$ cat config.mk
export PLATFORM = sky130hd
export DESIGN_NAME = pixel_port_fmt
export DESIGN_NICKNAME = d
export VERILOG_FILES = /design/src/rtl/ppf_pkg.sv /design/src/rtl/ppf_cfg_regs.sv /design/src/rtl/ppf_pair_capture.sv /design/src/rtl/ppf_lane_mux.sv /design/src/rtl/ppf_clk_out.sv /design/src/rtl/pixel_port_fmt.sv
export SDC_FILE = /design/constraint.sdc
export NUM_CORES = 1
export LEC_CHECK = 0
export BUFFER_PORTS_ARGS = -buffer_cell sky130_fd_sc_hd__buf_2
export CAP_MARGIN = 20
export CORE_MARGIN = 1.5
export CORE_UTILIZATION = 47
export CTS_CLUSTER_SIZE = 12
export DETAILED_ROUTE_END_ITERATION = 7
export PLACE_DENSITY_LB_ADDON = 0.25
export SETUP_SLACK_MARGIN = 0.2
export SYNTH_ARGS = -nofsm -noshare
export SYNTH_HDL_FRONTEND = slang
export SYNTH_HIERARCHICAL = 1
export SYNTH_SLANG_ARGS = --single-unit
$ cat constraint.sdc
create_clock -name clk -period 6.1 [get_ports clk]
set_clock_uncertainty 0.15 [all_clocks]
set_input_delay 0 -clock clk [delete_from_list [all_inputs] [get_ports clk]]
set_output_delay 0 -clock clk [all_outputs]
set_load 0.02 [all_outputs]
$ cat src/rtl/ppf_pkg.sv
package ppf_pkg;

  localparam int unsigned PX_W   = 8;
  localparam int unsigned BUS_W  = 2 * PX_W;
  localparam int unsigned FMT_W  = 4;
  localparam int unsigned SEL_W  = 3;
  localparam int unsigned CFG_AW = 2;
  localparam int unsigned CFG_DW = FMT_W;
  localparam int unsigned SLOT_W = 2;

  localparam logic [FMT_W-1:0] FMT_NARROW = 4'b0011;
  localparam logic [FMT_W-1:0] FMT_WIDE   = 4'b0010;
  localparam logic [SEL_W-1:0] SEL_HALF   = 3'b101;
  localparam logic [SEL_W-1:0] SEL_FULL   = 3'b000;

  localparam logic [CFG_AW-1:0] ADDR_FMT  = 2'd0;
  localparam logic [CFG_AW-1:0] ADDR_SWAP = 2'd1;
  localparam logic [CFG_AW-1:0] ADDR_SEL  = 2'd2;
  localparam logic [CFG_AW-1:0] ADDR_POL  = 2'd3;

  typedef enum logic [1:0] {
    MODE_OFF    = 2'd0,
    MODE_NARROW = 2'd1,
    MODE_WIDE   = 2'd2
  } mode_e;

  typedef struct packed {
    logic [PX_W-1:0] c_lead;
    logic [PX_W-1:0] y_even;
    logic [PX_W-1:0] c_trail;
    logic [PX_W-1:0] y_odd;
  } pair_t;

  function automatic mode_e decode_fmt(input logic [FMT_W-1:0] code);
    mode_e m;
    case (code)
      FMT_NARROW: m = MODE_NARROW;
      FMT_WIDE:   m = MODE_WIDE;
      default:    m = MODE_OFF;
    endcase
    return m;
  endfunction

endpackage

$ cat src/rtl/ppf_cfg_regs.sv
module ppf_cfg_regs
  import ppf_pkg::*;
(
  input  logic              clk,
  input  logic              rst_n,
  input  logic              we,
  input  logic [CFG_AW-1:0] addr,
  input  logic [CFG_DW-1:0] wdata,
  output logic [FMT_W-1:0]  fmt,
  output logic              swap,
  output logic [SEL_W-1:0]  sel,
  output logic              pol
);

  logic [FMT_W-1:0] fmt_q, fmt_d;
  logic             swap_q, swap_d;
  logic [SEL_W-1:0] sel_q, sel_d;
  logic             pol_q, pol_d;
  logic             en_fmt, en_swap, en_sel, en_pol;

  always_comb begin
    en_fmt  = we && (addr == ADDR_FMT);
    en_swap = we && (addr == ADDR_SWAP);
    en_sel  = we && (addr == ADDR_SEL);
    en_pol  = we && (addr == ADDR_POL);
    fmt_d   = en_fmt  ? wdata[FMT_W-1:0] : fmt_q;
    swap_d  = en_swap ? wdata[0]         : swap_q;
    sel_d   = en_sel  ? wdata[SEL_W-1:0] : sel_q;
    pol_d   = en_pol  ? wdata[0]         : pol_q;
  end

  always_ff @(posedge clk or negedge rst_n) begin
    if (!rst_n) begin
      fmt_q  <= FMT_NARROW;
      swap_q <= 1'b0;
      sel_q  <= SEL_FULL;
      pol_q  <= 1'b0;
    end else begin
      fmt_q  <= fmt_d;
      swap_q <= swap_d;
      sel_q  <= sel_d;
      pol_q  <= pol_d;
    end
  end

  assign fmt  = fmt_q;
  assign swap = swap_q;
  assign sel  = sel_q;
  assign pol  = pol_q;

endmodule

$ cat src/rtl/ppf_pair_capture.sv
module ppf_pair_capture
  import ppf_pkg::*;
(
  input  logic              clk,
  input  logic              rst_n,
  input  logic [PX_W-1:0]   in_smp,
  input  logic              in_sol,
  input  logic              in_act,
  input  logic [FMT_W-1:0]  fmt_cfg,
  input  logic              swap_cfg,
  output pair_t             pair,
  output mode_e             mode,
  output logic [SLOT_W-1:0] slot,
  output logic [SLOT_W-1:0] phase
);

  localparam int unsigned HOLD_N = 3;

  logic [SLOT_W-1:0] cnt_q, cnt_d;
  logic [SLOT_W-1:0] idx;
  logic              last;
  logic [PX_W-1:0]   hold_q [HOLD_N];
  logic [PX_W-1:0]   hold_d [HOLD_N];
  pair_t             pair_q, pair_d;
  mode_e             mode_q, mode_d;
  logic [SLOT_W-1:0] slot_q, slot_d;

  // chroma phase: a line start forces the Cb position
  always_comb begin
    idx   = in_sol ? '0 : cnt_q;
    last  = in_act && (idx == SLOT_W'(HOLD_N));
    cnt_d = in_act ? SLOT_W'(idx + 1'b1) : '0;
  end

  for (genvar i = 0; i < HOLD_N; i++) begin : g_hold
    always_comb begin
      hold_d[i] = (in_act && (idx == SLOT_W'(i))) ? in_smp : hold_q[i];
    end
    always_ff @(posedge clk or negedge rst_n) begin
      if (!rst_n) hold_q[i] <= '0;
      else        hold_q[i] <= hold_d[i];
    end
  end

  always_comb begin
    pair_d = pair_q;
    mode_d = mode_q;
    slot_d = SLOT_W'(slot_q + 1'b1);
    if (last) begin
      pair_d.c_lead  = swap_cfg ? hold_q[2] : hold_q[0];
      pair_d.y_even  = hold_q[1];
      pair_d.c_trail = swap_cfg ? hold_q[0] : hold_q[2];
      pair_d.y_odd   = in_smp;
      mode_d         = decode_fmt(fmt_cfg);
      slot_d         = '0;
    end
  end

  always_ff @(posedge clk or negedge rst_n) begin
    if (!rst_n) begin
      cnt_q  <= '0;
      pair_q <= '0;
      mode_q <= MODE_NARROW;
      slot_q <= '0;
    end else begin
      cnt_q  <= cnt_d;
      pair_q <= pair_d;
      mode_q <= mode_d;
      slot_q <= slot_d;
    end
  end

  assign pair  = pair_q;
  assign mode  = mode_q;
  assign slot  = slot_q;
  assign phase = cnt_q;

endmodule

$ cat src/rtl/ppf_lane_mux.sv
module ppf_lane_mux
  import ppf_pkg::*;
#(
  parameter bit NARROW_HI = 1'b1
)(
  input  pair_t             pair,
  input  mode_e             mode,
  input  logic [SLOT_W-1:0] slot,
  output logic [BUS_W-1:0]  bus,
  output logic [BUS_W-1:0]  oe
);

  logic [PX_W-1:0]  narrow_smp;
  logic [BUS_W-1:0] narrow_bus;
  logic [BUS_W-1:0] narrow_oe;
  logic [BUS_W-1:0] wide_bus;

  always_comb begin
    case (slot)
      2'd0:    narrow_smp = pair.c_lead;
      2'd1:    narrow_smp = pair.y_even;
      2'd2:    narrow_smp = pair.c_trail;
      default: narrow_smp = pair.y_odd;
    endcase
    wide_bus = slot[1] ? {pair.y_odd, pair.c_trail} : {pair.y_even, pair.c_lead};
  end

  if (NARROW_HI) begin : g_narrow_hi
    assign narrow_bus = {narrow_smp, {PX_W{1'b0}}};
    assign narrow_oe  = {{PX_W{1'b1}}, {PX_W{1'b0}}};
  end else begin : g_narrow_lo
    assign narrow_bus = {{PX_W{1'b0}}, narrow_smp};
    assign narrow_oe  = {{PX_W{1'b0}}, {PX_W{1'b1}}};
  end

  always_comb begin
    case (mode)
      MODE_NARROW: begin bus = narrow_bus; oe = narrow_oe; end
      MODE_WIDE:   begin bus = wide_bus;   oe = '1;        end
      default:     begin bus = '0;         oe = '0;        end
    endcase
  end

endmodule

$ cat src/rtl/ppf_clk_out.sv
module ppf_clk_out
  import ppf_pkg::*;
(
  input  logic             clk,
  input  logic             div_q,
  input  logic             pol,
  input  logic [SEL_W-1:0] sel,
  output logic             ck_pri,
  output logic             ck_half
);

  logic ck_full;

  always_comb begin
    ck_full = clk ^ pol;
    ck_half = div_q ^ pol;
    ck_pri  = (sel == SEL_HALF) ? ck_half : ck_full;
  end

endmodule

$ cat src/rtl/pixel_port_fmt.sv
module pixel_port_fmt
  import ppf_pkg::*;
#(
  parameter bit NARROW_HI = 1'b1
)(
  input  logic              clk,
  input  logic              rst_n,
  input  logic              cfg_we,
  input  logic [CFG_AW-1:0] cfg_addr,
  input  logic [CFG_DW-1:0] cfg_wdata,
  input  logic [PX_W-1:0]   in_smp,
  input  logic              in_sol,
  input  logic              in_act,
  output logic [BUS_W-1:0]  p_data,
  output logic [BUS_W-1:0]  p_oe,
  output logic              ck_pri,
  output logic              ck_half
);

  logic [1:0]        rst_sync_q;
  logic              rst_n_sync;
  logic [FMT_W-1:0]  fmt_w;
  logic              swap_w;
  logic [SEL_W-1:0]  sel_w;
  logic              pol_w;
  pair_t             pair_w;
  mode_e             mode_w;
  logic [SLOT_W-1:0] slot_w;
  logic [SLOT_W-1:0] cnt_w;

  // asynchronous assertion, synchronous release
  always_ff @(posedge clk or negedge rst_n) begin
    if (!rst_n) rst_sync_q <= 2'b00;
    else        rst_sync_q <= {rst_sync_q[0], 1'b1};
  end
  assign rst_n_sync = rst_sync_q[1];

  ppf_cfg_regs u_cfg (
    .clk   (clk),
    .rst_n (rst_n_sync),
    .we    (cfg_we),
    .addr  (cfg_addr),
    .wdata (cfg_wdata),
    .fmt   (fmt_w),
    .swap  (swap_w),
    .sel   (sel_w),
    .pol   (pol_w)
  );

  ppf_pair_capture u_cap (
    .clk      (clk),
    .rst_n    (rst_n_sync),
    .in_smp   (in_smp),
    .in_sol   (in_sol),
    .in_act   (in_act),
    .fmt_cfg  (fmt_w),
    .swap_cfg (swap_w),
    .pair     (pair_w),
    .mode     (mode_w),
    .slot     (slot_w),
    .phase    (cnt_w)
  );

  ppf_lane_mux #(.NARROW_HI(NARROW_HI)) u_mux (
    .pair (pair_w),
    .mode (mode_w),
    .slot (slot_w),
    .bus  (p_data),
    .oe   (p_oe)
  );

  ppf_clk_out u_clk (
    .clk     (clk),
    .div_q   (slot_w[0]),
    .pol     (pol_w),
    .sel     (sel_w),
    .ck_pri  (ck_pri),
    .ck_half (ck_half)
  );

endmodule

* Word level (Yosys, flattened, before mapping)
Cells that the tools add are included.
** Cells by class
- Add/subtract/negate cells :: 2
- Reduce and logical (&&, ||, !) cells :: 11
- Mux-type cells :: 11
- Equal/unequal tests :: 13
- Bitwise logic cells :: 2
** Operator list (number)
- one-hot mux 16 bit (2 select lines) :: 2
- one-hot mux 8 bit (3 select lines) :: 1
- two-way mux 16 bit :: 1
- two-way mux 8 bit :: 2
- == test 2 bit (second input constant) :: 6
- == test 2 x 1 -> 1 bit (second input constant) :: 4
- == test 4 x 2 -> 1 bit (second input constant) :: 2
- logical AND 1 bit :: 8
- logical NOT 2 bit :: 3
- two-way mux 2 bit :: 3
- adder 2 x 1 -> 2 bit (second input constant) :: 2
- one-hot mux 2 bit (2 select lines) :: 1
- == test 3 bit (second input constant) :: 1
- bitwise XOR 1 bit :: 2
- two-way mux 1 bit :: 1
** Word-level totals
- Register bits :: 73
- Word-level logic and storage cells :: 54
- Output and inout bits :: 34
- Input port bits :: 19

* Depth between registers and ports, before layout
Gate-level depths: netlist of run 1.
- Depth after elaboration :: 4
- Gate-level depth with buffers :: 6
- Depth with buffers taken out :: 4

* Modules after synthesis
Netlist of run 1, hierarchy kept.
** By module, submodules not included
- ppf_pair_capture :: area an instance 2751.4 µm², times used 1, cells an instance 176, sequential area each 1552.7 µm²
- ppf_lane_mux :: area an instance 467.9 µm², times used 1, cells an instance 59, sequential area each 0.0 µm²
- ppf_cfg_regs :: area an instance 367.9 µm², times used 1, cells an instance 22, sequential area each 227.7 µm²
- pixel_port_fmt :: area an instance 53.8 µm², times used 1, cells an instance 3, sequential area each 50.0 µm²
- ppf_clk_out :: area an instance 47.5 µm², times used 1, cells an instance 4, sequential area each 0.0 µm²

==> metrics.txt, run 1 <==
num ports 53; status completed; Setup crit end kind primary output; synth unique cells 35; detailed placer's ending HPWL 4415 um; CP Max Fanout 2; core area 7647 um2; Starting DRT DRC Count 121; MaxCap Viol Count 0; largest net degree at the start of global routing 72; total die area about 8400 um2; row count 32; Setup CP Type clk2out; post-route ant nets 0; Post-Syn Nets 285; R2R Path Start u_cap/phase[0]; initial cell density of the core 0.4823; Antenna Cells 0; via/cell ratio 5.197; worst setup path end ck_pri; FF-to-FF path depth 2; CTS tree built; sequential area share after synthesis 0.4963; Avg Cell Area, Syn 13.97 um2; startpoint types clock port; Rel. slew slack 0.2984; first-pass iteration count of the detailed router 4; drc violations 0; Final WS setup 2198 ps; synth warn 6; Setup Viol. Count Final 0; setup slack, reg-to-reg 4070 ps; drt wl/cell around 16 um; chip height slightly above 90 um; routed vias between 2,000 and 2,500; Hold Crit Class in2reg; post-synth top area share 0.4749; P&R area growth vs syn 18.15%; Arr. time, crit path 3750 ps; Pwr Density 325.9 nW/um2; hold_ws 193.5 ps; CP required 5950 ps; dpl ws 2465 ps; CTS clk-pin slew, worst paths ~80 ps; Resized Gates After CTS 0; Fillers 638; final wirelength 7095 um; maximum vdd drop 0.0001413 V; grt total ovfl 0; worst-margin pin slew 1052 ps; post-synth top area cell dfrtp_1; worst skew pair latency 440 ps; antenna violations before repair 0; # nets final 350; vias in the first global route between 2,000 and 2,500; Setup Total Neg Slack 0 ps; first-pass GRT wire length 12,010 um; unrepaired setup endpoints after global routing false; die width just over 90 um; Post-Syn Area 3689 um2; Port Buffers 52; number of hold violations in the final report 0; CP startpoint clk; GP Congestion 0.7098; leakage power 2.191 nW; worst flop-to-flop path endpoint u_cap/pair[17]; Tot GR Track Use 0.1929; Synth area leaders dfrtp_1 47%, mux2_2 14%, mux2_4 11%; share of layout cells above drive strength 1 0.4701; flip-flop and latch count after synthesis 73; overall power approximately 0.0014 W; post-synthesis cell count 264; Max Slew Vio Count 0
==> worst max-delay path, cell delays in order <==
cell      delay [ps]
clkbuf_8         110
clkbuf_8         120
mux2i_1          150
xnor2_1          140
buf_2            180
==> through the flow <==
| step | area [um2] | utilization | std cells |
|---|---|---|---|
| floorplan | 3689 | - | 264 |
| finish | 4358 | 0.5699 | 436 |
| CTS | 4358 | 0.5699 | 436 |
| global placement | 3849 | 0.5033 | 390 |
| detailed placement | 3849 | 0.5033 | 390 |
| global route | 4358 | 0.5699 | 436 |
==> cells by family (layout without fill, tap and decap cells) <==
family	after synthesis	after routing	synth area share
compound gates	19	19	0.04410
xor+xnor	3	3	0.007125
fa+ha+maj	2	2	0.006783
buf+inv	41	111	0.07632
flops	73	73	0.4963
mux	92	92	0.3036
other cells	1	1	0.001017
simple gates	33	33	0.06479
==> area by class of cell <==
cell class              instances  area [um2]  area share
clock buffers                  16       191.4     0.04393
clock inverters                 4       52.55     0.01206
inverters                      12       45.04     0.01034
multi-input cells             150        1577      0.3618
flip-flops and latches         73        1832      0.4203
well taps                     102       127.6     0.02929
repair buffers                 79       533.0      0.1223
==> sequential cells by signal (all words and copies together) (netlist names) <==
| signal | flops |
|---|---|
| u_cap/slot | 2 |
| u_cfg/sel | 3 |
| u_cap/mode | 2 |
| u_cfg/swap | 1 |
| rst_sync_q | 2 |
| u_cap/phase | 2 |
| u_cap/pair | 32 |
| u_cap/hold_q | 24 |
| u_cfg/fmt | 4 |
| u_cfg/pol | 1 |
==> cell usage in the layout (no fill, tap or decap), drive strengths merged, types with 8 or more instances in the layout <==
master and instances:
buf 53, nand2 8, o32ai 16, nor2 8, dfrtp 70, mux2i 17, dlygate4sd3 27, clkbuf 15
inv 12, mux2 75
==> worst min-delay path by stage <==
stage                          to    startpoint  cells after the start
floorplan           rst_sync_q[0]         rst_n                      0
global placement    rst_sync_q[0]         rst_n                      1
detailed placement  rst_sync_q[0]         rst_n                      1
CTS                  u_cfg/fmt[1]  cfg_wdata[1]                      3
global route         u_cfg/fmt[2]  cfg_wdata[2]                      3
finish               u_cfg/fmt[2]  cfg_wdata[2]                      3
==> layer usage <==
layer / part of all wire / wire length (um) / track usage
met1: 0.50 / 3556 / 0.2754
met2: 0.43 / 3071 / 0.2680
met3: 0.052 / 368 / 0.05528
met4: 0.014 / 99 / 0.09115
met5: 0 / 0 / 0
==> Yosys cell counts <==
cell type,instances
nand4b_4,1
buf_12,1
a21boi_0,1
o21ba_2,1
nor3b_2,1
o32ai_1,16
nand3b_1,2
a21oi_1,1
buf_6,7
xnor2_1,1
nand2b_1,1
nand3b_4,1
nand2_1,8
dfstp_2,3
mux2i_1,17
xor2_1,2
conb_1,1
and2_1,2
nor2b_1,1
inv_1,12
nor2_1,8
buf_4,14
mux2_4,28
buf_2,5
nor3b_4,1
nand3_1,1
or3b_1,1
ha_1,2
mux2_2,47
dfrtp_1,70
nor4b_1,1
and4bb_2,2
or2_2,1
nor4bb_1,1
buf_1,2
==> repair_timing <==
action | in CTS | in global routing
endpoints found under the hold margin | 44 | 0
hold buffers | 27 | 0
buffers inserted | 0 | 0
==> report_power, final <==
| group | internal (W) | total [W] | leakage [nW] | switching, W |
|---|---|---|---|---|
| Combinational | 0.000186 | 0.000298 | 1.13 | 0.000112 |
| Clock | 0.000255 | 0.000452 | 0.137 | 0.000197 |
| Sequential | 0.000575 | 0.000670 | 0.927 | 0.0000954 |
No activity file was read; power rests on OpenSTA's default activity.
==> run 2: changes to the inputs <==
Settings changed: ABC_AREA from default to 1.
Clock period 6.1 ns to 3.6 ns, I/O delays scaled along.
==> metrics.txt, run 2 <==
status completed (unchanged); grt total ovfl 0 (unchanged); WP buf/inv 5 (was 3); first-pass GRT wire length 15,080 um (was 12,010 um); most frequent cells in the layout 221 x nand2_1, 69 x dfrtp_1, 52 x buf_2, 39 x inv_1, 33 x dlygate4sd3_1 (was 69 x dfrtp_1, 52 x buf_2, 47 x mux2_2, 28 x mux2_4, 27 x dlygate4sd3_1); unrepaired setup endpoints after global routing false (unchanged); register area 1832 um2 (unchanged); Pwr Density 535.9 nW/um2 (was 325.9 nW/um2); Top delay family on crit path buffers and inverters (unchanged); commonest non-fill, non-tap cell in the layout nand2_1 (was dfrtp_1); worst-margin pin slew 815.6 ps (was 1052 ps); chip height 92.46 um (was 91.59 um); Pint 0.001629 W (was 0.001016 W); # nets final 589 (was 350); Avg Cell Area, Syn 7.568 um2 (was 13.97 um2); worst skew pair latency 450 ps (was 440 ps); GP Congestion 0.8781 (was 0.7098); Top FF cell, synth dfrtp_1 (unchanged); R2R Path Start u_cap/phase[1] (was u_cap/phase[0]); P&R area growth vs syn 21.29% (was 18.15%); flip-flop and latch count after synthesis 73 (unchanged); detailed placer's ending HPWL 5996 um (was 4415 um); initial cell density of the core 0.4867 (was 0.4823); Antenna Cells 0 (unchanged); Worst path slowest cell clkbuf_8 (was buf_2); vias in the first global route 3,091 (was 2,301); Max Slew Vio Count 0 (unchanged); Tot GR Track Use 0.2309 (was 0.1929); Rel. slew slack 0.4562 (was 0.2984); Setup Total Neg Slack 0 ps (unchanged); post-synthesis cell count 497 (was 264); sequential area share after synthesis 0.4867 (was 0.4963); MaxCap Viol Count 0 (unchanged); crit-path cells clkbuf_8, clkbuf_8, clkbuf_8, inv_1, nand2_1, nand2_1, nand2_1, nand2_1, buf_2 (was clkbuf_8, clkbuf_8, mux2i_1, xnor2_1, buf_2); via/cell ratio 5.012 (was 5.197); antenna violations before repair 0 (unchanged); max incr delay on CP 170 ps (was 180 ps); hold_ws 94.38 ps (was 193.5 ps); routed vias 3,383 (was 2,266); share of layout cells above drive strength 1 0.1623 (was 0.4701); worst flop-to-flop path endpoint u_cap/hold_q[3] (was u_cap/pair[17]); Post-Syn Area 3761 um2 (was 3689 um2); CTS clk-pin slew, worst paths 80 ps (about the same); synth unique cells 30 (was 35); asr flop ratio synth 1.000 (unchanged); total die area 8548 um2 (was 8389 um2); drt wl/cell 13.40 um (was 16.27 um); final wirelength 9045 um (was 7095 um); die width 92.46 um (was 91.59 um); maximum vdd drop 0.0002540 V (was 0.0001413 V); Post-synth top cells 221 x nand2_1, 70 x dfrtp_1, 39 x inv_1, 26 x nand3_1 (was 70 x dfrtp_1, 47 x mux2_2, 28 x mux2_4, 17 x mux2i_1, 16 x o32ai_1); max FFs per register 32 (unchanged); drc violations 0 (unchanged); Starting DRT DRC Count 293 (was 121); Synth area leaders dfrtp_1 47%, nand2_1 22%, inv_1 3.9% (was dfrtp_1 47%, mux2_2 14%, mux2_4 11%); post-synth top area cell dfrtp_1 (unchanged); setup slack, reg-to-reg 1770 ps (was 4070 ps); EDFF count, synth 0 (unchanged); Port Buffers 52 (unchanged); CP Max Fanout 12 (was 2); largest net degree at the start of global routing 48 (was 72); Post-Syn Nets 518 (was 285); CP dominant cell by count nand2_1 (was clkbuf_8); FF-to-FF path depth 5 (was 2); most common cell in the netlist nand2_1 (was dfrtp_1); first-pass iteration count of the detailed router 5 (was 4); startpoint types clock port (unchanged); Fillers 730 (was 638); post-route ant nets 0 (unchanged); leakage power 2.462 nW (was 2.191 nW); core area 7727 um2 (was 7647 um2); Net Sw Frac 0.3335 (was 0.2845); Setup crit end kind primary output (unchanged); Psw 0.0008155 W (was 0.0004041 W); Hold Crit Class reg2async (was in2reg); CTS tree built (unchanged); multi-input logic area 1538 um2 (was 1577 um2); row count 32 (unchanged); post-synth top area share 0.4657 (was 0.4749); Comb power frac 0.207 (was 0.210); num ports 53 (unchanged); Setup CP Type clk2out (unchanged); Arr. time, crit path 2660 ps (was 3750 ps); Setup Viol. Count Final 0 (unchanged); share of power burned in registers 0.460 (was 0.472); synth warn 6 (unchanged); CP required 3450 ps (was 5950 ps); number of hold violations in the final report 0 (unchanged); clock power share 0.332 (was 0.318)
[run 2: cells by family (layout without fill, tap and decap cells)]
logic type      count (synthesis)  count (layout)  synth area share
flops                          73              73            0.4867
simple gates                  299             299            0.3343
xor+xnor                        1               1          0.002329
fa+ha+maj                       2               2          0.006652
other cells                     1               1         0.0009970
compound gates                 44              44           0.06453
buf+inv                        77             153            0.1045
[run 2: power by group through the flow]
stage	logic (W)	registers [W]	clock network, W
finish	0.000507	0.00113	0.000813
global route	0.000585	0.00115	0.000869
CTS	0.000491	0.00113	0.000829
detailed placement	0.000455	0.00115	0.0000438
global placement	0.000443	0.00114	0.0000438
floorplan	0.000433	0.00107	0.0000353
[run 2: cell type report]
class | instances | area share
Inverter | 43 | 0.03538
Tap cell | 102 | 0.02798
Clock buffer | 18 | 0.05513
Multi-Input combinational cell | 347 | 0.3371
Sequential cell | 73 | 0.4015
Clock inverter | 3 | 0.003566
Timing Repair Buffer | 89 | 0.1393
[run 2: how the worst max path moves through the flow]
stage,startpoint,cells past startpoint,slack [ps],to
6_report,clk,9,790,ck_pri
5_1_grt,clk,9,720,ck_pri
4_1_cts,clk,9,780,ck_pri
3_5_place_dp,clk,6,1300,ck_pri
3_3_place_gp,clk,6,1300,ck_pri
2_1_floorplan,rst_sync_q[1],0,1270,u_cap/hold_q[0]
[run 2: stage by stage]
step / std cells / utilization / instance area [um2] / power (W) / setup slack [ps]
2_1_floorplan: 497 / - / 3761 / 0.001538 / 1272
3_3_place_gp: 622 / 0.5115 / 3953 / 0.001629 / 1303
3_5_place_dp: 622 / 0.5115 / 3953 / 0.001644 / 1301
4_1_cts: 673 / 0.5865 / 4532 / 0.002450 / 780.1
5_1_grt: 675 / 0.5904 / 4562 / 0.002602 / 724.7
6_report: 675 / 0.5904 / 4562 / 0.002445 / 792.6
[run 2: per-layer routing]
metal | global-route usage | wire, um
met2 | 0.3125 | 3686
met4 | 0.1372 | 261
met3 | 0.04433 | 474
met5 | 0 | 0
met1 | 0.3398 | 4623
[run 2: timing repair]
action,in CTS,in global routing
hold endpoints to repair,45,3
resized for setup,0,0
hold buffers,32,1
setup buffers,0,0
[run 2: worst register-to-register path, cell delays in order (launching register included)]
cell	delay, ps
dfrtp_1	430
inv_2	140
nor2_2	280
nand4_1	120
dlygate4sd3_1	590
nand2_1	60
